`config.mk`:
```
export PLATFORM = sky130hd
export DESIGN_NAME = dual_ctrl_port
export DESIGN_NICKNAME = d
export VERILOG_FILES = /design/src/rtl/cfgp_pkg.sv /design/src/rtl/cfgp_pin_sync.sv /design/src/rtl/cfgp_spi_rx.sv /design/src/rtl/cfgp_twi_slave.sv /design/src/rtl/cfgp_regfile.sv /design/src/rtl/dual_ctrl_port.sv
export SDC_FILE = /design/constraint.sdc
export NUM_CORES = 1
export LEC_CHECK = 0
export BUFFER_PORTS_ARGS = -buffer_cell sky130_fd_sc_hd__buf_2
export CAP_MARGIN = 30
export CORE_AREA = 10 10 246 342
export DETAILED_ROUTE_END_ITERATION = 10
export DIE_AREA = 0 0 256 352
export PLACE_DENSITY = 0.5
export SYNTH_ARGS = -nofsm -noshare
export SYNTH_HDL_FRONTEND = slang
export SYNTH_SLANG_ARGS = --single-unit
```
`constraint.sdc`:
```
create_clock -name clk -period 6.1 [get_ports clk]
set_input_delay 1.525 -clock clk [delete_from_list [all_inputs] [get_ports clk]]
set_output_delay 1.525 -clock clk [all_outputs]
set_load 0.005 [all_outputs]
```
`src/rtl/cfgp_pkg.sv`:
```
package cfgp_pkg;
  localparam logic [6:0] SPI_CHIP_ID = 7'b0010000;
  localparam logic [5:0] TWI_ID_HI   = 6'b001000;

  typedef enum logic [2:0] {
    TW_IDLE,
    TW_RECV,
    TW_ACK,
    TW_SEND,
    TW_MACK
  } tw_state_t;

  typedef enum logic [1:0] {
    PH_ADDR,
    PH_PTR,
    PH_DATA
  } tw_phase_t;
endpackage

```
`src/rtl/cfgp_pin_sync.sv`:
```
module cfgp_pin_sync #(
  parameter int N = 3,
  parameter int STAGES = 2,
  parameter logic [N-1:0] RST_VAL = '0
) (
  input  logic         clk,
  input  logic         rst,
  input  logic [N-1:0] pin,
  output logic [N-1:0] lvl,
  output logic [N-1:0] rise,
  output logic [N-1:0] fall
);
  for (genvar g = 0; g < N; g++) begin : g_pin
    logic [STAGES:0] chain;
    always_ff @(posedge clk) begin
      if (rst) chain <= {(STAGES+1){RST_VAL[g]}};
      else     chain <= {chain[STAGES-1:0], pin[g]};
    end
    assign lvl[g]  = chain[STAGES-1];
    assign rise[g] = chain[STAGES-1] & ~chain[STAGES];
    assign fall[g] = ~chain[STAGES-1] & chain[STAGES];
  end
endmodule

```
`src/rtl/cfgp_spi_rx.sv`:
```
module cfgp_spi_rx
  import cfgp_pkg::*;
#(
  parameter int BYTE_W = 8
) (
  input  logic              clk,
  input  logic              rst,
  input  logic              en,
  input  logic              cs_lvl,
  input  logic              sck_rise,
  input  logic              sdi,
  output logic              wr_req,
  output logic [BYTE_W-1:0] wr_addr,
  output logic [BYTE_W-1:0] wr_data
);
  localparam int FRAME_BITS = 3 * BYTE_W;
  localparam int CNT_W = $clog2(FRAME_BITS + 1);
  localparam logic [CNT_W-1:0] END_ID   = CNT_W'(BYTE_W - 1);
  localparam logic [CNT_W-1:0] END_ADDR = CNT_W'(2 * BYTE_W - 1);
  localparam logic [CNT_W-1:0] END_DATA = CNT_W'(FRAME_BITS - 1);
  localparam logic [CNT_W-1:0] FULL     = CNT_W'(FRAME_BITS);
  localparam logic [BYTE_W-1:0] ID_BYTE = BYTE_W'({SPI_CHIP_ID, 1'b0});

  logic [CNT_W-1:0]  cnt;
  logic [BYTE_W-1:0] sh;
  logic [BYTE_W-1:0] sh_nxt;
  logic              id_ok;
  logic [BYTE_W-1:0] addr_q;

  assign sh_nxt = {sh[BYTE_W-2:0], sdi};

  always_ff @(posedge clk) begin
    if (rst) begin
      cnt <= '0; sh <= '0; id_ok <= 1'b0; addr_q <= '0;
      wr_req <= 1'b0; wr_addr <= '0; wr_data <= '0;
    end else begin
      wr_req <= 1'b0;
      if (cs_lvl || !en) begin
        cnt <= '0;
        id_ok <= 1'b0;
      end else if (sck_rise && cnt != FULL) begin
        sh  <= sh_nxt;
        cnt <= cnt + 1'b1;
        if (cnt == END_ID)   id_ok  <= (sh_nxt == ID_BYTE);
        if (cnt == END_ADDR) addr_q <= sh_nxt;
        if (cnt == END_DATA && id_ok) begin
          wr_req  <= 1'b1;
          wr_addr <= addr_q;
          wr_data <= sh_nxt;
        end
      end
    end
  end
endmodule

```
`src/rtl/cfgp_twi_slave.sv`:
```
module cfgp_twi_slave
  import cfgp_pkg::*;
#(
  parameter int BYTE_W = 8
) (
  input  logic              clk,
  input  logic              rst,
  input  logic              en,
  input  logic              ad0,
  input  logic              scl_s,
  input  logic              sda_s,
  input  logic              scl_rise,
  input  logic              scl_fall,
  input  logic              sda_rise,
  input  logic              sda_fall,
  input  logic [BYTE_W-1:0] rd_byte,
  output logic              sda_low,
  output logic [BYTE_W-1:0] ptr,
  output logic              wr_req,
  output logic [BYTE_W-1:0] wr_addr,
  output logic [BYTE_W-1:0] wr_data
);
  localparam int CNT_W = $clog2(BYTE_W + 1);
  localparam logic [CNT_W-1:0] FULL = CNT_W'(BYTE_W);
  localparam logic [CNT_W-1:0] LAST = CNT_W'(BYTE_W - 1);

  tw_state_t         state;
  tw_phase_t         phase;
  logic [CNT_W-1:0]  cnt;
  logic [BYTE_W-1:0] sh;
  logic              nack;

  always_ff @(posedge clk) begin
    if (rst || !en) begin
      state <= TW_IDLE; phase <= PH_ADDR; cnt <= '0; sh <= '0;
      nack <= 1'b0; sda_low <= 1'b0; ptr <= '0;
      wr_req <= 1'b0; wr_addr <= '0; wr_data <= '0;
    end else begin
      wr_req <= 1'b0;
      if (scl_s && sda_fall) begin
        state <= TW_RECV; phase <= PH_ADDR; cnt <= '0; sda_low <= 1'b0;
      end else if (scl_s && sda_rise) begin
        state <= TW_IDLE; sda_low <= 1'b0;
      end else begin
        unique case (state)
          TW_RECV: begin
            if (scl_rise && cnt != FULL) begin
              sh  <= {sh[BYTE_W-2:0], sda_s};
              cnt <= cnt + 1'b1;
            end else if (scl_fall && cnt == FULL) begin
              unique case (phase)
                PH_ADDR: begin
                  if (sh[BYTE_W-1:1] == {TWI_ID_HI, ad0}) begin
                    sda_low <= 1'b1;
                    state   <= TW_ACK;
                    if (!sh[0]) phase <= PH_PTR;
                  end else begin
                    state <= TW_IDLE;
                  end
                end
                PH_PTR: begin
                  ptr <= sh; sda_low <= 1'b1; state <= TW_ACK; phase <= PH_DATA;
                end
                default: begin
                  wr_req <= 1'b1; wr_addr <= ptr; wr_data <= sh;
                  sda_low <= 1'b1; state <= TW_ACK;
                end
              endcase
            end
          end
          TW_ACK: begin
            if (scl_fall) begin
              cnt <= '0;
              if (phase == PH_ADDR) begin
                state   <= TW_SEND;
                sh      <= rd_byte;
                sda_low <= ~rd_byte[BYTE_W-1];
              end else begin
                state   <= TW_RECV;
                sda_low <= 1'b0;
              end
            end
          end
          TW_SEND: begin
            if (scl_fall) begin
              if (cnt == LAST) begin
                sda_low <= 1'b0; state <= TW_MACK; cnt <= '0;
              end else begin
                sh      <= {sh[BYTE_W-2:0], 1'b0};
                sda_low <= ~sh[BYTE_W-2];
                cnt     <= cnt + 1'b1;
              end
            end
          end
          TW_MACK: begin
            if (scl_rise) nack <= sda_s;
            else if (scl_fall) begin
              if (nack) state <= TW_IDLE;
              else begin
                state <= TW_SEND; sh <= rd_byte;
                sda_low <= ~rd_byte[BYTE_W-1]; cnt <= '0;
              end
            end
          end
          default: ;
        endcase
      end
    end
  end
endmodule

```
`src/rtl/cfgp_regfile.sv`:
```
module cfgp_regfile #(
  parameter int BYTE_W = 8,
  parameter int IDX_W = 6
) (
  input  logic              clk,
  input  logic              we,
  input  logic [IDX_W-1:0]  waddr,
  input  logic [BYTE_W-1:0] wdata,
  input  logic [IDX_W-1:0]  raddr,
  output logic [BYTE_W-1:0] rdata
);
  localparam int DEPTH = 1 << IDX_W;
  logic [BYTE_W-1:0] mem [DEPTH];

  always_ff @(posedge clk) begin
    if (we) mem[waddr] <= wdata;
    rdata <= mem[raddr];
  end
endmodule

```
`src/rtl/dual_ctrl_port.sv`:
```
module dual_ctrl_port #(
  parameter int BYTE_W = 8,
  parameter int LAST_REG = 52,
  parameter int SYNC_STAGES = 2
) (
  input  logic              clk,
  input  logic              rst,
  input  logic              ce_pin,
  input  logic              ctl_clk_pin,
  input  logic              ctl_dat_pin,
  output logic              ctl_dat_pull_low,
  output logic              wr_strobe,
  output logic [BYTE_W-1:0] wr_addr,
  output logic [BYTE_W-1:0] wr_data
);
  localparam int IDX_W = $clog2(LAST_REG + 1);
  localparam logic [BYTE_W-1:0] LAST_A = BYTE_W'(LAST_REG);

  logic [2:0] p_lvl, p_rise, p_fall;
  logic ce_s, scl_s, sda_s;

  cfgp_pin_sync #(.N(3), .STAGES(SYNC_STAGES), .RST_VAL(3'b110)) u_sync (
    .clk(clk), .rst(rst), .pin({ctl_dat_pin, ctl_clk_pin, ce_pin}),
    .lvl(p_lvl), .rise(p_rise), .fall(p_fall)
  );
  assign ce_s  = p_lvl[0];
  assign scl_s = p_lvl[1];
  assign sda_s = p_lvl[2];

  logic unused_edges;
  assign unused_edges = p_rise[0];

  logic mode_spi;
  always_ff @(posedge clk) begin
    if (rst)            mode_spi <= 1'b0;
    else if (p_fall[0]) mode_spi <= 1'b1;
  end

  logic              spi_req;
  logic [BYTE_W-1:0] spi_addr, spi_data;
  cfgp_spi_rx #(.BYTE_W(BYTE_W)) u_spi (
    .clk(clk), .rst(rst), .en(mode_spi), .cs_lvl(ce_s),
    .sck_rise(p_rise[1]), .sdi(sda_s),
    .wr_req(spi_req), .wr_addr(spi_addr), .wr_data(spi_data)
  );

  logic              twi_req, twi_low;
  logic [BYTE_W-1:0] twi_addr, twi_data, twi_ptr, rd_byte, rd_q;
  cfgp_twi_slave #(.BYTE_W(BYTE_W)) u_twi (
    .clk(clk), .rst(rst), .en(!mode_spi), .ad0(ce_s),
    .scl_s(scl_s), .sda_s(sda_s),
    .scl_rise(p_rise[1]), .scl_fall(p_fall[1]),
    .sda_rise(p_rise[2]), .sda_fall(p_fall[2]),
    .rd_byte(rd_byte), .sda_low(twi_low), .ptr(twi_ptr),
    .wr_req(twi_req), .wr_addr(twi_addr), .wr_data(twi_data)
  );

  logic              req, in_range, we;
  logic [BYTE_W-1:0] req_addr, req_data;
  assign req      = mode_spi ? spi_req  : twi_req;
  assign req_addr = mode_spi ? spi_addr : twi_addr;
  assign req_data = mode_spi ? spi_data : twi_data;
  assign in_range = (req_addr <= LAST_A);
  assign we       = req && in_range;

  cfgp_regfile #(.BYTE_W(BYTE_W), .IDX_W(IDX_W)) u_regs (
    .clk(clk), .we(we), .waddr(req_addr[IDX_W-1:0]), .wdata(req_data),
    .raddr(twi_ptr[IDX_W-1:0]), .rdata(rd_q)
  );

  logic rd_ok;
  always_ff @(posedge clk) begin
    if (rst) rd_ok <= 1'b0;
    else     rd_ok <= (twi_ptr <= LAST_A);
  end
  assign rd_byte = rd_ok ? rd_q : '0;

  always_ff @(posedge clk) begin
    if (rst) begin
      wr_strobe <= 1'b0; wr_addr <= '0; wr_data <= '0;
    end else begin
      wr_strobe <= we;
      if (we) begin
        wr_addr <= req_addr;
        wr_data <= req_data;
      end
    end
  end

  assign ctl_dat_pull_low = twi_low && !mode_spi;
endmodule

```
=== Yosys cells after proc, flatten, opt, wreduce, memory -nomap -nowiden ===
Memories as Yosys holds them, arrays and structs flattened. A register that Yosys moved wholly into a read port is not among the register bits.
Cells that the tools add are included.

* $add $sub $neg: 2
* Magnitude comparators: 2
* Eq/ne operators: 35
* Muxes and demuxes: 54
* Bitwise gates (word level): 20
* Reductions and logical operators: 34

{| class="wikitable"
|+ Operators by type and width
! operator !! count
|-
| $mux W8 || 11
|-
| $pmux W8 S4 || 1
|-
| $mux W4 || 7
|-
| $reduce_and A8 Y1 || 3
|-
| $mux W3 || 7
|-
| $ne A4 B1 Y1 const B || 5
|-
| $mux W1 || 18
|-
| $le A8 B6 Y1 const B || 2
|-
| $ne A2 B1 Y1 const B || 8
|-
| $pmux W4 S4 || 1
|-
| $not A1 Y1 || 15
|-
| $mux W2 || 6
|-
| $pmux W3 S4 || 1
|-
| $reduce_and A6 Y1 || 2
|-
| $reduce_and A11 Y1 || 1
|-
| $ne A2 B2 Y1 const B || 5
|-
| $reduce_and A9 Y1 || 1
|-
| $eq A8 B6 Y1 const B || 1
|-
| $logic_and A1 B1 Y1 || 8
|-
| $ne A4 B2 Y1 const B || 2
|-
| $eq A7 B5 Y1 || 1
|-
| $reduce_and A7 Y1 || 1
|-
| $eq A3 B2 Y1 const B || 2
|-
| $reduce_and A3 Y1 || 2
|-
| other kinds (27) || 36
|}

* Flip-flop bits (word level): 110
* Bits in writable memories: 512
* Input bits: 5
* Output and inout port bits: 18
* Logic and storage cells: 174
* Memories kept: 1

{| class="wikitable"
|+ Memories
! memory !! depth !! bits a word !! read ports !! clocked after Yosys merged registers in !! write ports !! RTL line !! text
|-
| u_regs.mem || 64 || 8 || 1 || 1 || 1 || cfgp_regfile.sv:13 || <nowiki>logic [BYTE_W-1:0] mem [DEPTH];</nowiki>
|}

=== Depth between registers and ports, before layout ===
Gate-level depths: netlist of run 1.

* Depth in word-level cells: 8
* Gate-level depth with buffers: 9
* Depth with buffers taken out: 7

=== Modules after synthesis ===
A second synthesis of run 1 with hierarchy kept.

* Cells, all modules: 1548
* Area, all modules: 25394.4 um2

{| class="wikitable"
|+ By module, submodules not included
! module !! instances !! cells an instance !! area each (um2) !! seq. area each (um2)
|-
| cfgp_regfile || 1 || 972 || 20190.6 || 15534.9
|-
| cfgp_twi_slave || 1 || 256 || 2112.0 || 880.8
|-
| cfgp_spi_rx || 1 || 170 || 1674.1 || 760.7
|-
| dual_ctrl_port || 1 || 123 || 1121.1 || 380.4
|-
| cfgp_pin_sync || 1 || 27 || 296.5 || 180.2
|}

=== Worst setup path after synthesis of run 1 ===
Ideal clock, no wire load.

* Path kind: input to register
* Start point: in rst
* End point: reg u_twi.sh[7]
* Library setup time: 132 ps
* Data arrival time: 2460 ps
* Data required time: 5968 ps
* Slack: 3509 ps
* Stages: 5
* Buffers on the path: 3
* Path through: clkbuf_1 > or2_2 > clkbuf_1 > buf_1 > nor3_1

* Word-level cells in the longest chain between the ends: 1

{| class="wikitable"
|+ Ends and longest elaborated chain
! item !! RTL line !! text
|-
| start, declared || dual_ctrl_port.sv:7 || <nowiki>input logic rst,</nowiki>
|-
| $logic_or A1 B1 Y1 || cfgp_twi_slave.sv:34 || <nowiki>if (rst || !en) begin</nowiki>
|-
| end signal, assigned || cfgp_twi_slave.sv:48 || <nowiki>sh <= {sh[BYTE_W-2:0], sda_s};</nowiki>
|-
| end signal, assigned || cfgp_twi_slave.sv:76 || <nowiki>sh <= rd_byte;</nowiki>
|-
| end signal, assigned || cfgp_twi_slave.sv:89 || <nowiki>sh <= {sh[BYTE_W-2:0], 1'b0};</nowiki>
|-
| end, declared || cfgp_twi_slave.sv:30 || <nowiki>logic [BYTE_W-1:0] sh;</nowiki>
|}

No other way between the ends.
A chain may end at the register's enable or synchronous reset.

=== Final worst setup path of run 1 ===
* Start point: reg mode_spi
* End point: mem u_regs.mem[25][4] (enable)

* Word-level cells in the longest chain between the ends: 5
* Elaborated cells between the ends (all ways): 6
* Those cells by class: 1 x order compare; 4 x mux; 1 x reduce/logical

{| class="wikitable"
|+ Ends and longest elaborated chain
! item !! RTL line !! text
|-
| start, declared || dual_ctrl_port.sv:33 || <nowiki>logic mode_spi;</nowiki>
|-
| start signal, assigned || dual_ctrl_port.sv:35 || <nowiki>if (rst) mode_spi <= 1'b0;</nowiki>
|-
| start signal, assigned || dual_ctrl_port.sv:36 || <nowiki>else if (p_fall[0]) mode_spi <= 1'b1;</nowiki>
|-
| $mux W8 || dual_ctrl_port.sv:61 || <nowiki>assign req_addr = mode_spi ? spi_addr : twi_addr;</nowiki>
|-
| $le A8 B6 Y1 || dual_ctrl_port.sv:63 || <nowiki>assign in_range = (req_addr <= LAST_A);</nowiki>
|-
| $logic_and A1 B1 Y1 || dual_ctrl_port.sv:64 || <nowiki>assign we = req && in_range;</nowiki>
|-
| $mux W1 || cfgp_regfile.sv:16 || <nowiki>if (we) mem[waddr] <= wdata;</nowiki>
|-
| $mux W1 (implied by the code) || cfgp_regfile.sv:16 ||
|-
| end, declared || cfgp_regfile.sv:13 ||
|}

Parallel ways exist; a longest one is shown, timed or not.

==> results.toml, run 1 <==
[logic_synthesis]
synth_top_family_by_area = "multiplexers"
ys_top_cells_by_area = "edfxtp_1 (62%), mux4_2 (12%), dfxtp_1 (9.6%)"
synth_area_um2 = 24600
async_flop_share = 0
yosys_most_used_dff = "edfxtp_1"
yosys.area.top_type = "edfxtp_1"
avgSynthCellArea_um2 = 17.0
synth-xor-area-share = 0.00213
synth-seq-cells = 630
synth-simple-area-share = 0.0635
synth_top_area_frac = 0.624
synthCells = 1446
synth-compound-area-share = 0.0504
synth.distinct_cells = 66
yosysWarnings = 0
synthAdderAreaFrac = 0.00254
synthMuxAreaShare = 0.143
synth-edff-count = 512
yosysSeqAreaShare = 0.720

[clock_tree]
ctsRootBufferMaster = "clkbuf_16"
cts_sinks = 630
postCtsHoldBufs = 0
cts_resized = 0
cts_htree_levels = 2
postCtsSetupBuffers = 0
cts_tree = "built"
numCtsBuffers = 59
clk_pin_slew_ns = 0.07
insertion_delay_ns = 0.65
clockBufferDepth = 3

[layout]
largest_register = "u_regs.mem"
post-route-util = 0.363
instances_no_fill = 2648
largest_reg_flops = 512
drive_gt1_frac = 0.177
nets = 1565
final_common_cell = "edfxtp_1"
syn2layout_area_growth_pct = 14.3
reg.largest.list = "u_regs.mem x512, u_sync.g_pin.chain x9"
antenna_cells = 0
final_cell_mix = "edfxtp_1 (512), mux4_2 (128), nor2_1 (126)"

[timing]
setup_tns_ns = 0
drv_slew = 0
worst_pin_slew_ns = 1.01
clock.fmax_ghz = 0.232
fin_crit_sh = 0.707
fin_crit_ns = 4.32
rsz0062_at_grt = "false"
hold_viol = 0
setup_viol = 0
fin_worst_skew_ns = 0.0287
relSlewSlack = 0.328
setup_ws_ns = 1.78

[die]
dieHeight_um = 352
dieArea_um2 = 90100
core_area_um2 = 77500
ioPinCount = 23
die_x_um = 256
rows = 121
start_util = 0.318

[drt]
vias = 13000
ant_nets = 0
vias_per_cell = 4.92
wl_per_cell_um = 23.0
drc = 0
first_pass_iters = 5
finalWirelength_mm = 60.9
first_iter_violations = 934

[worst_setup_path]
cp.arrival_ns = 4.59
cp_max_fo = 31
r2r-start = "mode_spi"
criticalPathCategory = "reg -> reg"
cp-startpoint = "mode_spi"
slowest_delay_ns = 0.90
cp_cell_sequence = "mux2i_1 -> o31ai_1 -> a21oi_4 -> nand4b_1 -> nor2_1"
critPathSlowestCell = "nand4b_1"
cp.required_ns = 6.38
setup.worst_path.start_class = "flop"
critPathBufInv = 0
critPathCaptureType = "flop"
crit_family = "simple AND/OR/NAND/NOR gates"

[global_route]
grt-ovfl-total = 0
track_usage = 0.133
grt_max_degree = 66
antenna_found_initial = 0
first_global_vias = 13600
grt_pass1_wl_mm = 90.4

[power_and_ir_drop]
peakVddDrop_uv = 206
switching_share = 0.200
p_total_w = 0.00848
p_leak_nw = 9.09
seqPwrFrac = 0.546
switchingPower_w = 0.00169
internal-power_w = 0.00678
p_comb_frac = 0.008
cellPowerDensity_nw_per_um2 = 301
power_frac_clock = 0.446

[min_path]
hold_start = "u_sync.g_pin[1].chain[0]"
hold_class = "reg -> reg"

[run_status]
status = "finished clean"

[placement]
place_congestion = 0.811
dpl_worst_slack_ns = 1.74
portBuffers = 22
dp_cells = 2538
dp_hpwl_mm = 37.5

[flow_run]
drv_cap = 0
## power groups by stage
stage / Sequential, W / Combinational, W / Clock [W]
global route: 0.00463 / 0.0000790 / 0.00403
global placement: 0.00472 / 0.0000674 / 0
CTS: 0.00463 / 0.0000687 / 0.00388
finish: 0.00463 / 0.0000688 / 0.00378
detailed placement: 0.00472 / 0.0000685 / 0
floorplan: 0.00471 / 0.0000578 / 0
## per-stage QoR
step	hold WS, ns	instance area (µm²)
after floorplan	0.389	24900
after global placement	0.402	26100
after detailed placement	0.400	26100
after CTS	0.425	28100
after global routing	0.439	28100
final	0.419	28100
## layout make-up
cell class / count / area [µm²]
tap: 1045 / 1310
clock inverter: 33 / 380
inverter: 12 / 45.0
fill: 7326 / 49400
timing repair buffer: 41 / 273
multi-input combinational: 811 / 6800
sequential: 630 / 17700
clock buffer: 76 / 1590
## synthesized netlist by cell type, types with 5 or more instances
master,n
a211oi_1,5
a21oi_1,69
a22oi_1,50
a311oi_1,10
and3_1,7
buf_1,12
buf_2,24
clkbuf_1,35
dfxtp_1,118
edfxtp_1,512
ha_1,5
inv_1,12
mux2_2,10
mux2i_1,52
mux4_2,128
nand2_1,80
nand2b_1,9
nand3_1,33
nand3b_1,7
nor2_1,126
nor2b_1,12
nor3_1,9
nor3b_1,7
nor4_1,5
o21ai_0,21
o22ai_1,10
or2_2,7
## routing by layer
layer	routed length, µm	GRT usage
met3	2210	0.0185
met4	1950	0.0496
met2	32800	0.245
met1	23900	0.153
met5	0	0
## cell families (layout without fill, tap and decap cells)
family	Yosys count	in the layout
and+or+nand+nor	331	331
xor gates and xnor gates	6	6
adders and majority gates	5	5
other	1	88
muxes	191	191
DFF	630	630
AOI/OAI and AO/OA	190	190
buffers and inverters	92	162
## worst paths after layout
check / cells after the start / end / slack (ns)
worst max register to register: 5 / u_regs.mem[25][4] / 1.78
worst min-delay path: 1 / u_sync.g_pin[1].chain[1] / 0.42
worst min register to register: 1 / u_sync.g_pin[1].chain[1] / 0.42
worst max-delay path: 5 / u_regs.mem[25][4] / 1.78
(Power assumes the default switching activity.)
==> inputs of run 2 (changes only) <==
--- a/config.mk
+++ b/config.mk
@@ -10,7 +10,7 @@
 export CORE_AREA = 10 10 246 342
 export DETAILED_ROUTE_END_ITERATION = 10
 export DIE_AREA = 0 0 256 352
-export PLACE_DENSITY = 0.5
+export PLACE_DENSITY = 0.51
 export SYNTH_ARGS = -nofsm -noshare
 export SYNTH_HDL_FRONTEND = slang
 export SYNTH_SLANG_ARGS = --single-unit
==> constraint.sdc (replaced) <==
create_clock -name clk -period 3.5 [get_ports clk]
set_input_delay 0.875 -clock clk [delete_from_list [all_inputs] [get_ports clk]]
set_output_delay 0.875 -clock clk [all_outputs]
set_load 0.005 [all_outputs]
==> run 2 against run 1 <==
Non-clock buffer count up 74; via count up 1.5%; global-route usage down 0.20 points; total power up 72%; clock power up 69%; clock skew down 0.0095 ns; flip-flop and latch count unchanged; critical path type unchanged; largest power group unchanged; highest routed layer unchanged.
==> results.toml, run 2 (synthesis results as in run 1) <==
[die]
die_x_um = 256
start_util = 0.318
ioPinCount = 23
dieHeight_um = 352
dieArea_um2 = 90100
rows = 121
core_area_um2 = 77500

[global_route]
first_global_vias = 13800
antenna_found_initial = 0
grt_max_degree = 62
grt_pass1_wl_mm = 90.0
track_usage = 0.131
grt-ovfl-total = 0

[drt]
first_iter_violations = 795
routed.top_layer = "met4"
drc = 0
vias = 13200
wl_met3_mm = 1.91
dr_wl_met2_mm = 32.7
finalWirelength_mm = 59.6
vias_per_cell = 4.86
first_pass_iters = 6
wl_met1_mm = 23.3
wl_per_cell_um = 21.9
ant_nets = 0

[layout]
reg.largest.list = "u_regs.mem x512, u_sync.g_pin.chain x9"
antenna_cells = 0
nets = 1639
largest_reg_flops = 512
largest_register = "u_regs.mem"
syn2layout_area_growth_pct = 16.5
post-route-util = 0.370
fin_area_um2 = 28700
drive_gt1_frac = 0.213
final_common_cell = "edfxtp_1"
final_cell_mix = "edfxtp_1 (512), mux4_2 (128), nor2_1 (126)"

[worst_setup_path]
criticalPathCategory = "reg -> reg"
crit_cells = 5
cp_max_fo = 16
cp.arrival_ns = 3.42
cp-startpoint = "mode_spi"
critPathBufInv = 0
slowest_delay_ns = 0.75
cp.required_ns = 3.75
critPathSlowestCell = "or4b_1"
r2r.worst_path.cells = 5
crit_family = "simple AND/OR/NAND/NOR gates"
r2r_slack_ns = 0.33
setup.worst_path.start_class = "flop"
r2r-end = "u_regs.mem[45][4]"
r2r-start = "mode_spi"
critPathCaptureType = "flop"
cp_cell_sequence = "nor3b_1 -> o31ai_1 -> a21oi_2 -> or4b_1 -> nor2_1"
crit_path_end = "u_regs.mem[45][4]"

[power_and_ir_drop]
p_comb_frac = 0.008
power_frac_clock = 0.438
switching_share = 0.201
p_leak_nw = 9.44
cellPowerDensity_nw_per_um2 = 508
peakVddDrop_uv = 368
p_total_w = 0.0146
switchingPower_w = 0.00294
internal-power_w = 0.0116
seqPwrFrac = 0.553

[clock_tree]
postCtsSetupBuffers = 0
clk_pin_slew_ns = 0.06
insertion_delay_ns = 0.64
cts_resized = 0
cts_tree = "built"
clockBufferDepth = 3
postCtsHoldBufs = 0
cts_sinks = 630
ctsRootBufferMaster = "clkbuf_16"
numCtsBuffers = 59
cts_htree_levels = 2

[timing]
fin_crit_ns = 3.17
rsz0062_at_grt = "false"
fin_crit_sh = 0.906
setup_tns_ns = 0
relSlewSlack = 0.339
fin_worst_skew_ns = 0.0193
setup_viol = 0
hold_viol = 0
drv_slew = 0
worst_pin_slew_ns = 0.984
clock.fmax_ghz = 0.315

[run_status]
status = "finished clean"

[placement]
dp_hpwl_mm = 39.5
place_area_um2 = 26700
place_congestion = 0.841
portBuffers = 22

[flow_run]
drv_cap = 0

[min_path]
hold_class = "reg -> reg"
-- run 2: changes by cell type in the layout (fill, tap and decap cells not counted), sizes merged --
| cell | before | now |
|---|---|---|
| inv | 16 | 14 |
| buf | 41 | 114 |
| bufinv | 7 | 6 |
| clkbuf | 76 | 67 |
| clkinv | 20 | 30 |
| clkinvlp | 2 | 6 |
-- run 2: layout make-up --
cell class	count	area, µm²
repair buffers	115	871
inverters	12	45.0
well taps	1045	1310
clock buffers	66	1510
clock inverters	44	415
fillers	7340	48800
multi-input cells	811	6780
flip-flops and latches	630	17700
-- run 2: worst min-delay path by stage --
stage / start / endpoint / slack (ns) / depth (start not counted)
6_report: u_sync.g_pin[2].chain[0] / u_sync.g_pin[2].chain[1] / 0.43 / 1
5_1_grt: ctl_clk_pin / u_sync.g_pin[1].chain[0] / 0.41 / 2
4_1_cts: ctl_dat_pin / u_sync.g_pin[2].chain[0] / 0.39 / 2
3_5_place_dp: u_sync.g_pin[1].chain[0] / u_sync.g_pin[1].chain[1] / 0.41 / 1
3_3_place_gp: u_sync.g_pin[1].chain[0] / u_sync.g_pin[1].chain[1] / 0.40 / 1
2_1_floorplan: u_sync.g_pin[1].chain[0] / u_sync.g_pin[1].chain[1] / 0.39 / 1
-- run 2: worst register-to-register path, cell delays in order (launching register included) --
cell	delay [ns]
dfxtp_1	0.70
nor3b_1	0.34
o31ai_1	0.14
a21oi_2	0.20
or4b_1	0.76
nor2_1	0.65
-- run 2: through the flow --
step | instances | hold WS (ns) | setup WS [ns]
global route | 2723 | 0.412 | 0.142
CTS | 2721 | 0.391 | 0.316
finish | 2723 | 0.425 | 0.330
floorplan | 1533 | 0.389 | 1.05
global placement | 2608 | 0.403 | 0.339
detailed placement | 2611 | 0.405 | 0.372
-- run 2: layer usage --
metal,global-route usage,vias up
li1,-,5990
met1,0.149,6894
met2,0.247,256
met3,0.0173,95
met4,0.0444,0
met5,0,-
-- run 2: power by group through the flow --
| stage | sequential, W | combinational [W] | clock (W) |
|---|---|---|---|
| after detailed placement | 0.00823 | 0.000121 | 0 |
| final | 0.00807 | 0.000123 | 0.00639 |
| after floorplan | 0.00822 | 0.000101 | 0 |
| after global routing | 0.00807 | 0.000140 | 0.00687 |
| after global placement | 0.00823 | 0.000120 | 0 |
| after CTS | 0.00807 | 0.000121 | 0.00657 |
==> inputs of run 3 (changes only) <==
--- a/config.mk
+++ b/config.mk
@@ -11,6 +11,7 @@
 export DETAILED_ROUTE_END_ITERATION = 10
 export DIE_AREA = 0 0 256 352
 export PLACE_DENSITY = 0.51
+export RECOVER_POWER = 25
 export SYNTH_ARGS = -nofsm -noshare
 export SYNTH_HDL_FRONTEND = slang
 export SYNTH_SLANG_ARGS = --single-unit
==> run 3 against run 2 <==
The run now ends with max-capacitance violations, max-slew violations left; die area unchanged; hold slack about the same; fmax up 0.36%; critical path depth unchanged; clock-buffer cell count unchanged; final area down 0.27%; largest cell class unchanged; highest routed layer unchanged.
==> results.toml, run 3 (synthesis results as in run 1) <==
[run_status]
status = "finished, violations left"
violations = "max-capacitance violations, max-slew violations"

[worst_setup_path]
critPathBufInv = 0
cp.required_ns = 3.76
cp-startpoint = "mode_spi"
criticalPathCategory = "reg -> reg"
slowest_delay_ns = 0.75
cp_cell_sequence = "nor3b_1 -> o31ai_1 -> a21oi_2 -> or4b_1 -> nor2_1"
setup.worst_path.start_class = "flop"
critPathSlowestCell = "or4b_1"
cp_max_fo = 16
cp.arrival_ns = 3.41
r2r.worst_path.cells = 5
critPathCaptureType = "flop"
crit_family = "simple AND/OR/NAND/NOR gates"
crit_cells = 5
r2r-start = "mode_spi"

[min_path]
hold_start = "u_sync.g_pin[2].chain[0]"
hold_class = "reg -> reg"
holdPathStages = 1

[drt]
ant_nets = 0
first_pass_iters = 5
first_iter_violations = 860
vias = 13200
finalWirelength_mm = 59.7
wl_per_cell_um = 21.9
vias_per_cell = 4.86
drc = 0

[power_and_ir_drop]
cellPowerDensity_nw_per_um2 = 510
peakVddDrop_uv = 367
p_leak_nw = 9.35

[layout]
antenna_cells = 0
nets = 1639
largest_reg_flops = 512
post-route-util = 0.369
drive_gt1_frac = 0.195
syn2layout_area_growth_pct = 16.2
final_cell_mix = "edfxtp_1 (512), mux4_2 (128), nor2_1 (126)"
fin_area_um2 = 28600
final_common_cell = "edfxtp_1"
reg.largest.list = "u_regs.mem x512, u_sync.g_pin.chain x9"
largest_register = "u_regs.mem"

[timing]
worst_pin_slew_ns = 2.62
fin_crit_ns = 3.16
clock.fmax_ghz = 0.317
setup_ws_ns = 0.341
fin_crit_sh = 0.902
relSlewSlack = -0.746
hold_viol = 0
rsz0062_at_grt = "false"
fin_worst_skew_ns = 0.0186
setup_tns_ns = 0
drv_slew = 98
setup_viol = 0

[die]
ioPinCount = 23
start_util = 0.318
dieArea_um2 = 90100
rows = 121
core_area_um2 = 77500
dieHeight_um = 352
die_x_um = 256

[clock_tree]
postCtsSetupBuffers = 0
clockBufferDepth = 3
clk_pin_slew_ns = 0.06
cts_sinks = 630
cts_htree_levels = 2
postCtsHoldBufs = 0
cts_resized = 0
ctsRootBufferMaster = "clkbuf_16"
insertion_delay_ns = 0.64
numCtsBuffers = 59
cts_tree = "built"

[placement]
portBuffers = 22
dpl_worst_slack_ns = 0.372
dp_hpwl_mm = 39.5
place_area_um2 = 26700
place_congestion = 0.841

[flow_run]
drv_cap = 2

[global_route]
antenna_found_initial = 0
grt_pass1_wl_mm = 90.0
grt_max_degree = 62
track_usage = 0.131
first_global_vias = 13800
grt-ovfl-total = 0
[run 3: changes by cell type in the layout (fill, tap and decap cells not counted), sizes merged]
cell	change
clkbuf	+24
buf	-24
[run 3: final cells by class]
class	instances	area [µm²]
repair buffers	115	792
well taps	1045	1310
clock inverters	44	415
clock buffers	66	1510
inverters	12	45.0
multi-input cells	811	6780
fillers	7354	48900
flip-flops and latches	630	17700
[run 3: metrics by stage]
| stage | hold WS [ns] | total power, W | instances |
|---|---|---|---|
| 2_1_floorplan | 0.389 | 0.00832 | 1533 |
| 3_3_place_gp | 0.403 | 0.00835 | 2608 |
| 3_5_place_dp | 0.405 | 0.00835 | 2611 |
| 4_1_cts | 0.391 | 0.0148 | 2721 |
| 5_1_grt | 0.412 | 0.0151 | 2723 |
| 6_report | 0.425 | 0.0146 | 2723 |
[run 3: power by group]
group          leakage [nW]  total, W  switching [W]  internal, W
registers              5.79   0.00807      0.0000270      0.00804
logic                  2.63  0.000122      0.0000811    0.0000411
clock network         0.928   0.00640        0.00283      0.00356
total                  9.35    0.0146        0.00294       0.0116
[run 3: layer usage]
layer | up-vias | share of wire | global-route usage
li1 | 5989 | - | -
met4 | 0 | 0.029 | 0.0444
met3 | 99 | 0.032 | 0.0173
met2 | 273 | 0.55 | 0.247
met1 | 6877 | 0.39 | 0.149
met5 | - | 0 | 0
[run 3: final timing paths]
path                                                  to  slack (ns)
worst max-delay path                   u_regs.mem[45][4]        0.34
worst min-delay path            u_sync.g_pin[2].chain[1]        0.42
worst max register to register         u_regs.mem[45][4]        0.34
worst min register to register  u_sync.g_pin[2].chain[1]        0.42
